===== src/rtl/h2c_pkg.sv =====
package h2c_pkg;
  localparam int NUM_BOX   = 4;
  localparam int BOX_W     = 2;
  localparam int MAX_LEN   = 7;
  localparam int DATA_W    = 8 * MAX_LEN;

  typedef enum logic [2:0] {
    ST_IDLE, ST_POLL, ST_GAP, ST_WR, ST_RESP
  } st_e;

  typedef enum logic [1:0] {
    RC_OK        = 2'd0,
    RC_NOT_READY = 2'd1,
    RC_BAD_LEN   = 2'd2,
    RC_TIMEOUT   = 2'd3
  } rc_e;
endpackage


===== src/rtl/h2c_pack.sv =====
module h2c_pack import h2c_pkg::*; (
  input  logic [7:0]        id_i,
  input  logic [3:0]        len_i,
  input  logic [DATA_W-1:0] data_i,
  output logic [31:0]       main_o,
  output logic [31:0]       ext_o,
  output logic              long_o
);
  assign main_o[7:0] = id_i;

  // main bytes 1..3 carry payload 0..2, zero past the length
  for (genvar k = 0; k < 3; k++) begin : g_main
    assign main_o[8*(k+1) +: 8] = (32'(len_i) > k) ? data_i[8*k +: 8] : 8'h00;
  end

  // ext bytes 0..3 carry payload 3..6
  for (genvar k = 0; k < 4; k++) begin : g_ext
    assign ext_o[8*k +: 8] = (32'(len_i) > k + 3) ? data_i[8*(k+3) +: 8] : 8'h00;
  end

  assign long_o = (len_i >= 4'd4);
endmodule


===== src/rtl/h2c_wait_timer.sv =====
module h2c_wait_timer #(
  parameter int LIMIT = 16
) (
  input  logic clk_i,
  input  logic rst_ni,
  input  logic run_i,
  output logic hit_o
);
  localparam int CW = (LIMIT > 1) ? $clog2(LIMIT) : 1;

  logic [CW-1:0] cnt_q;

  assign hit_o = run_i && (cnt_q == CW'(LIMIT - 1));

  always_ff @(posedge clk_i or negedge rst_ni) begin
    if (!rst_ni)                cnt_q <= '0;
    else if (!run_i || hit_o)   cnt_q <= '0;
    else                        cnt_q <= cnt_q + 1'b1;
  end
endmodule


===== src/rtl/h2c_box_ptr.sv =====
module h2c_box_ptr import h2c_pkg::*; (
  input  logic             clk_i,
  input  logic             rst_ni,
  input  logic             adv_i,
  output logic [BOX_W-1:0] box_o
);
  always_ff @(posedge clk_i or negedge rst_ni) begin
    if (!rst_ni) box_o <= '0;
    else if (adv_i) box_o <= (box_o == BOX_W'(NUM_BOX - 1)) ? '0 : box_o + 1'b1;
  end
endmodule


===== src/rtl/h2c_mbox_writer.sv =====
module h2c_mbox_writer import h2c_pkg::*; #(
  parameter int ADDR_W      = 8,
  parameter int MAIN_BASE   = 'h20,
  parameter int EXT_BASE    = 'h40,
  parameter int CLK_MHZ     = 125,
  parameter int POLL_GAP_US = 10,
  parameter int POLL_TRIES  = 100,
  parameter int HOLD_GAP_US = 100,
  parameter int HOLD_TRIES  = 1000
) (
  input  logic              clk_i,
  input  logic              rst_ni,
  input  logic              fw_ready_i,
  input  logic              req_valid_i,
  output logic              req_ready_o,
  input  logic [7:0]        req_id_i,
  input  logic [3:0]        req_len_i,
  input  logic [DATA_W-1:0] req_data_i,
  output logic              done_o,
  output logic              err_o,
  output logic [1:0]        err_code_o,
  output logic              drop_o,
  input  logic [NUM_BOX-1:0] box_busy_i,
  output logic              reg_we_o,
  output logic [ADDR_W-1:0] reg_addr_o,
  output logic [7:0]        reg_wdata_o
);
  localparam int POLL_GAP_CYC = CLK_MHZ * POLL_GAP_US;
  localparam int HOLD_LIMIT   = CLK_MHZ * HOLD_GAP_US * HOLD_TRIES;
  localparam int TRY_W        = $clog2(POLL_TRIES + 1);

  st_e               st_q;
  rc_e               rc_q;
  logic [7:0]        id_q;
  logic [3:0]        len_q;
  logic [DATA_W-1:0] data_q;
  logic [TRY_W-1:0]  tries_q;
  logic [2:0]        step_q;

  logic [BOX_W-1:0]  box;
  logic [31:0]       main_w, ext_w;
  logic              long_w;
  logic              gap_hit, hold_hit;
  logic              last_step, ext_phase, box_adv, req_len_ok;
  logic [1:0]        byte_sel;

  h2c_pack i_pack (
    .id_i   (id_q),
    .len_i  (len_q),
    .data_i (data_q),
    .main_o (main_w),
    .ext_o  (ext_w),
    .long_o (long_w)
  );

  h2c_wait_timer #(.LIMIT(POLL_GAP_CYC)) i_gap_tmr (
    .clk_i  (clk_i),
    .rst_ni (rst_ni),
    .run_i  (st_q == ST_GAP),
    .hit_o  (gap_hit)
  );

  h2c_wait_timer #(.LIMIT(HOLD_LIMIT)) i_hold_tmr (
    .clk_i  (clk_i),
    .rst_ni (rst_ni),
    .run_i  (req_valid_i && (st_q != ST_IDLE)),
    .hit_o  (hold_hit)
  );

  h2c_box_ptr i_ptr (
    .clk_i  (clk_i),
    .rst_ni (rst_ni),
    .adv_i  (box_adv),
    .box_o  (box)
  );

  assign req_len_ok = (req_len_i != 4'd0) && (req_len_i <= 4'(MAX_LEN));
  assign ext_phase  = long_w && !step_q[2];
  assign byte_sel   = step_q[1:0];
  assign last_step  = long_w ? (step_q == 3'd7) : (step_q == 3'd3);
  assign box_adv    = (st_q == ST_WR) && last_step;

  assign req_ready_o = (st_q == ST_IDLE) || hold_hit;
  assign drop_o      = hold_hit;
  assign done_o      = (st_q == ST_RESP);
  assign err_o       = done_o && (rc_q != RC_OK);
  assign err_code_o  = done_o ? rc_q : RC_OK;

  assign reg_we_o    = (st_q == ST_WR);
  assign reg_wdata_o = !reg_we_o ? 8'h00 :
                       ext_phase ? ext_w[8*byte_sel +: 8] : main_w[8*byte_sel +: 8];
  assign reg_addr_o  = !reg_we_o ? '0 :
                       ADDR_W'(ext_phase ? EXT_BASE : MAIN_BASE) + ADDR_W'({box, byte_sel});

  always_ff @(posedge clk_i or negedge rst_ni) begin
    if (!rst_ni) begin
      st_q    <= ST_IDLE;
      rc_q    <= RC_OK;
      id_q    <= '0;
      len_q   <= '0;
      data_q  <= '0;
      tries_q <= '0;
      step_q  <= '0;
    end else begin
      unique case (st_q)
        ST_IDLE: if (req_valid_i) begin
          id_q    <= req_id_i;
          len_q   <= req_len_i;
          data_q  <= req_data_i;
          tries_q <= '0;
          step_q  <= '0;
          if (!fw_ready_i) begin
            rc_q <= RC_NOT_READY;
            st_q <= ST_RESP;
          end else if (!req_len_ok) begin
            rc_q <= RC_BAD_LEN;
            st_q <= ST_RESP;
          end else begin
            rc_q <= RC_OK;
            st_q <= ST_POLL;
          end
        end
        ST_POLL: begin
          if (!box_busy_i[box]) begin
            st_q <= ST_WR;
          end else if (tries_q == TRY_W'(POLL_TRIES - 1)) begin
            rc_q <= RC_TIMEOUT;
            st_q <= ST_RESP;
          end else begin
            tries_q <= tries_q + 1'b1;
            st_q    <= ST_GAP;
          end
        end
        ST_GAP:  if (gap_hit) st_q <= ST_POLL;
        ST_WR: begin
          if (last_step) st_q <= ST_RESP;
          else           step_q <= step_q + 1'b1;
        end
        ST_RESP: st_q <= ST_IDLE;
        default: st_q <= ST_IDLE;
      endcase
    end
  end
endmodule


===== config.mk =====
export PLATFORM = sky130hd
export DESIGN_NAME = h2c_mbox_writer
export DESIGN_NICKNAME = d
export VERILOG_FILES = /design/src/rtl/h2c_pkg.sv /design/src/rtl/h2c_pack.sv /design/src/rtl/h2c_wait_timer.sv /design/src/rtl/h2c_box_ptr.sv /design/src/rtl/h2c_mbox_writer.sv
export SDC_FILE = /design/constraint.sdc
export NUM_CORES = 1
export LEC_CHECK = 0
export BUFFER_PORTS_ARGS = -buffer_cell sky130_fd_sc_hd__buf_2
export CORE_UTILIZATION = 35
export CTS_BUF_LIST = sky130_fd_sc_hd__clkbuf_8 sky130_fd_sc_hd__clkbuf_16
export DETAILED_ROUTE_END_ITERATION = 8
export SYNTH_ARGS = -nofsm -noshare
export SYNTH_HDL_FRONTEND = slang
export SYNTH_HIERARCHICAL = 1
export SYNTH_SLANG_ARGS = --single-unit

===== constraint.sdc =====
create_clock -name clk_i -period 4.06 [get_ports clk_i]
set_input_delay 0.812 -clock clk_i [delete_from_list [all_inputs] [get_ports clk_i]]
set_output_delay 0.812 -clock clk_i [all_outputs]
set_load 0.05 [all_outputs]

==> flow_summary.toml <==
[final_layout]
fillers = 1800
nNetsFinal = 866
fin_area_um2 = 7680
area_growth_pct = 18.6
drive_above_1_share_pct = 22.4

[grt]
grt.total_usage_pct = 17.4
grt_max_degree = 68
grt_pass1_vias = 4899
grt_pass1_wl_um = 26100
antenna_found_initial = 5
overflow = 0

[synthesis]
synth_top_area_share_pct = 46.3
synth_cell_types = 64
synth_seq_cells = 120
synth-edff-count = 0
ys.flop_type = "dfrtp_1"
yosysMostFrequentCell = "nand2_1"
yosys-top-cells-area = "dfrtp_1, nand2_1, mux4_2"
yosysSeqAreaShare_pct = 46.3
synthTopCellsByCount = "nand2_1, dfrtp_1, nor2b_1, nor2_1, a21oi_1"
avgSynthCellArea_um2 = 9.24
synthCells = 701
async_flop_share_pct = 100
synth_top_area_cell = "dfrtp_1"
ys_warn_count = 6
synth_area_um2 = 6480

[worst_setup_path]
cp.required_ns = 3.25
crit_end = "reg_wdata_o[5]"
timing.rr.end = "data_q[1]$_DFFE_PN0P_"
reg2reg_slack_ns = 1.68
arrival_ns = 2.83
cp_slowest_cell = "nor3_1"
worstSetupStartpoint = "len_q[3]$_DFFE_PN0P_"
crit_fanout = 8
crit_type = "reg -> out"
cp_slowest_stage_delay_ns = 0.74
end_kind = "primary output"
worstReg2RegStart = "st_q[1]$_DFFE_PN0P_"
reg2reg_depth = 5
path_cells = "nor3_1 > and2b_1 > mux4_2 > mux2i_1 > nor2_1 > buf_2"
start_kind = "flip-flop"

[routing]
postRouteAntennaNets = 0
drc = 0
drtIter0Drc = 244
vias = 5020
vias_per_cell = 4.87
drt_wl_total_um = 15700
first_pass_iters = 4
wl_per_cell_um = 15.3

[cts]
insertion_delay_ns = 0.41
cts_tree = "yes"
hold_buffers = 0
root_buffer = "clkbuf_16"
cts.reportedPaths.clkPinSlew_ns = 0.06
cts_setup_buffers = 0
cts_resized = 0
h-tree-depth = 4
cts.sinks = 120
cts_buffer_depth = 2
numCtsBuffers = 17

[timing]
setup_tns_ns = 0
setup_viol = 0
final_max_slew_viol_count = 0
min_period_over_period_pct = 89.7
clock.fmax_ghz = 0.275
worst_pin_slew_ns = 0.992
fin_skew_ns = 0.00792
finalHoldViolations = 0
period_needed_ns = 3.64
max_slew_margin_pct = 33.9
rsz0062_at_grt = "no"

[place]
place.port_buffers = 96
gp_congestion = 0.820
placed_area_um2 = 7060
dpl.hpwl_um = 11500

[worst_hold_path]
min_path_type = "in -> async"

[floorplanning]
start_util_pct = 35.9
die_h_um = 138
io_pins = 99
core_um2 = 18000
dieWidth_um = 138
rows = 49
die_area_um2 = 19100

[flow_run]
drv_cap = 0

[power_and_ir_drop]
powerDensity_nw_per_um2 = 709
leakage_nw = 3.61
vdd_drop_max_mv = 0.354

[status]
status = "complete, no violations"
[through the flow]
stage          worst slack (ns)  total power, W  utilization [%]  hold slack, ns  cells
3_3_place_gp              0.976         0.00392             39.2           0.450    993
3_5_place_dp              0.858         0.00394             39.2           0.454    993
6_report                  0.419         0.00545             42.6           0.446   1030
2_1_floorplan             0.530         0.00348                -           0.438    702
5_1_grt                   0.252         0.00583             42.6           0.493   1027
4_1_cts                   0.458         0.00551             42.5           0.462   1025
[area by class of cell]
| type | count | area (µm²) | share of cell area (%) |
|---|---|---|---|
| clock buffers | 19 | 453 | 5.90 |
| diodes | 5 | 12.5 | 0.163 |
| inverters | 14 | 52.6 | 0.684 |
| multi-input cells | 528 | 3180 | 41.4 |
| repair buffers | 102 | 541 | 7.04 |
| well taps | 229 | 287 | 3.73 |
| flip-flops and latches | 120 | 3000 | 39.1 |
| clock inverters | 13 | 153 | 1.99 |
[power by group]
| part | leakage (nW) | switching (W) | internal [W] |
|---|---|---|---|
| clock network | 0.292 | 0.000539 | 0.000991 |
| registers | 1.56 | 0.000378 | 0.00158 |
| logic | 1.76 | 0.00112 | 0.000840 |
[metal layers]
| metal | wire length, µm | track usage, % | part of all wire, % |
|---|---|---|---|
| met1 | 7690 | 24.1 | 49 |
| met2 | 7230 | 26.3 | 46 |
| met3 | 669 | 4.81 | 4.3 |
| met4 | 131 | 5.44 | 0.83 |
| met5 | 0 | 0 | 0 |
[registers in the layout, indices dropped and copies added (netlist names)]
register,cells
step_q,3
id_q,8
i_gap_tmr/cnt_q,11
i_ptr/box_o,2
st_q,3
data_q,56
len_q,4
rc_q,2
tries_q,7
i_hold_tmr/cnt_q,24
[worst min path at each step]
stage / start / end / cells past startpoint
4_1_cts: rst_ni / data_q[19]$_DFFE_PN0P_ / 1
3_3_place_gp: data_q[4]$_DFFE_PN0P_ / data_q[4]$_DFFE_PN0P_ / 2
6_report: rst_ni / data_q[18]$_DFFE_PN0P_ / 1
2_1_floorplan: data_q[0]$_DFFE_PN0P_ / data_q[0]$_DFFE_PN0P_ / 2
3_5_place_dp: data_q[27]$_DFFE_PN0P_ / data_q[27]$_DFFE_PN0P_ / 2
5_1_grt: rst_ni / data_q[18]$_DFFE_PN0P_ / 1
[cells in the final DEF, fill, tap and decap left out, drive strengths merged, types with 14 or more instances in the layout]
| cell | netlist | final |
|---|---|---|
| clkbuf | 8 | 19 |
| inv | 14 | 16 |
| dfrtp | 120 | 120 |
| nand2 | 229 | 229 |
| nor2b | 42 | 42 |
| a21oi | 21 | 21 |
| buf | 32 | 102 |
| nor2 | 38 | 38 |
| mux4 | 17 | 17 |
| o21ai | 14 | 14 |
| nand3 | 18 | 18 |
[critical path: cells and delay by family, from the launching register on]
family                 cells  cell delay (ns)
multiplexers               2             0.65
flip-flops                 1             0.48
buffers and inverters      1             0.23
AND/OR/NAND/NOR            3             1.07
[cells by family after synthesis]
group	Yosys count	synth area share, %
AOI/OAI and AO/OA	64	6.80
muxes	31	8.11
and+or+nand+nor	408	30.5
buffers and inverters	54	4.67
adders and majority gates	7	1.35
other	1	0.0579
DFF	120	46.3
xor gates and xnor gates	16	2.16
No activity file was read; power rests on OpenSTA's default activity.
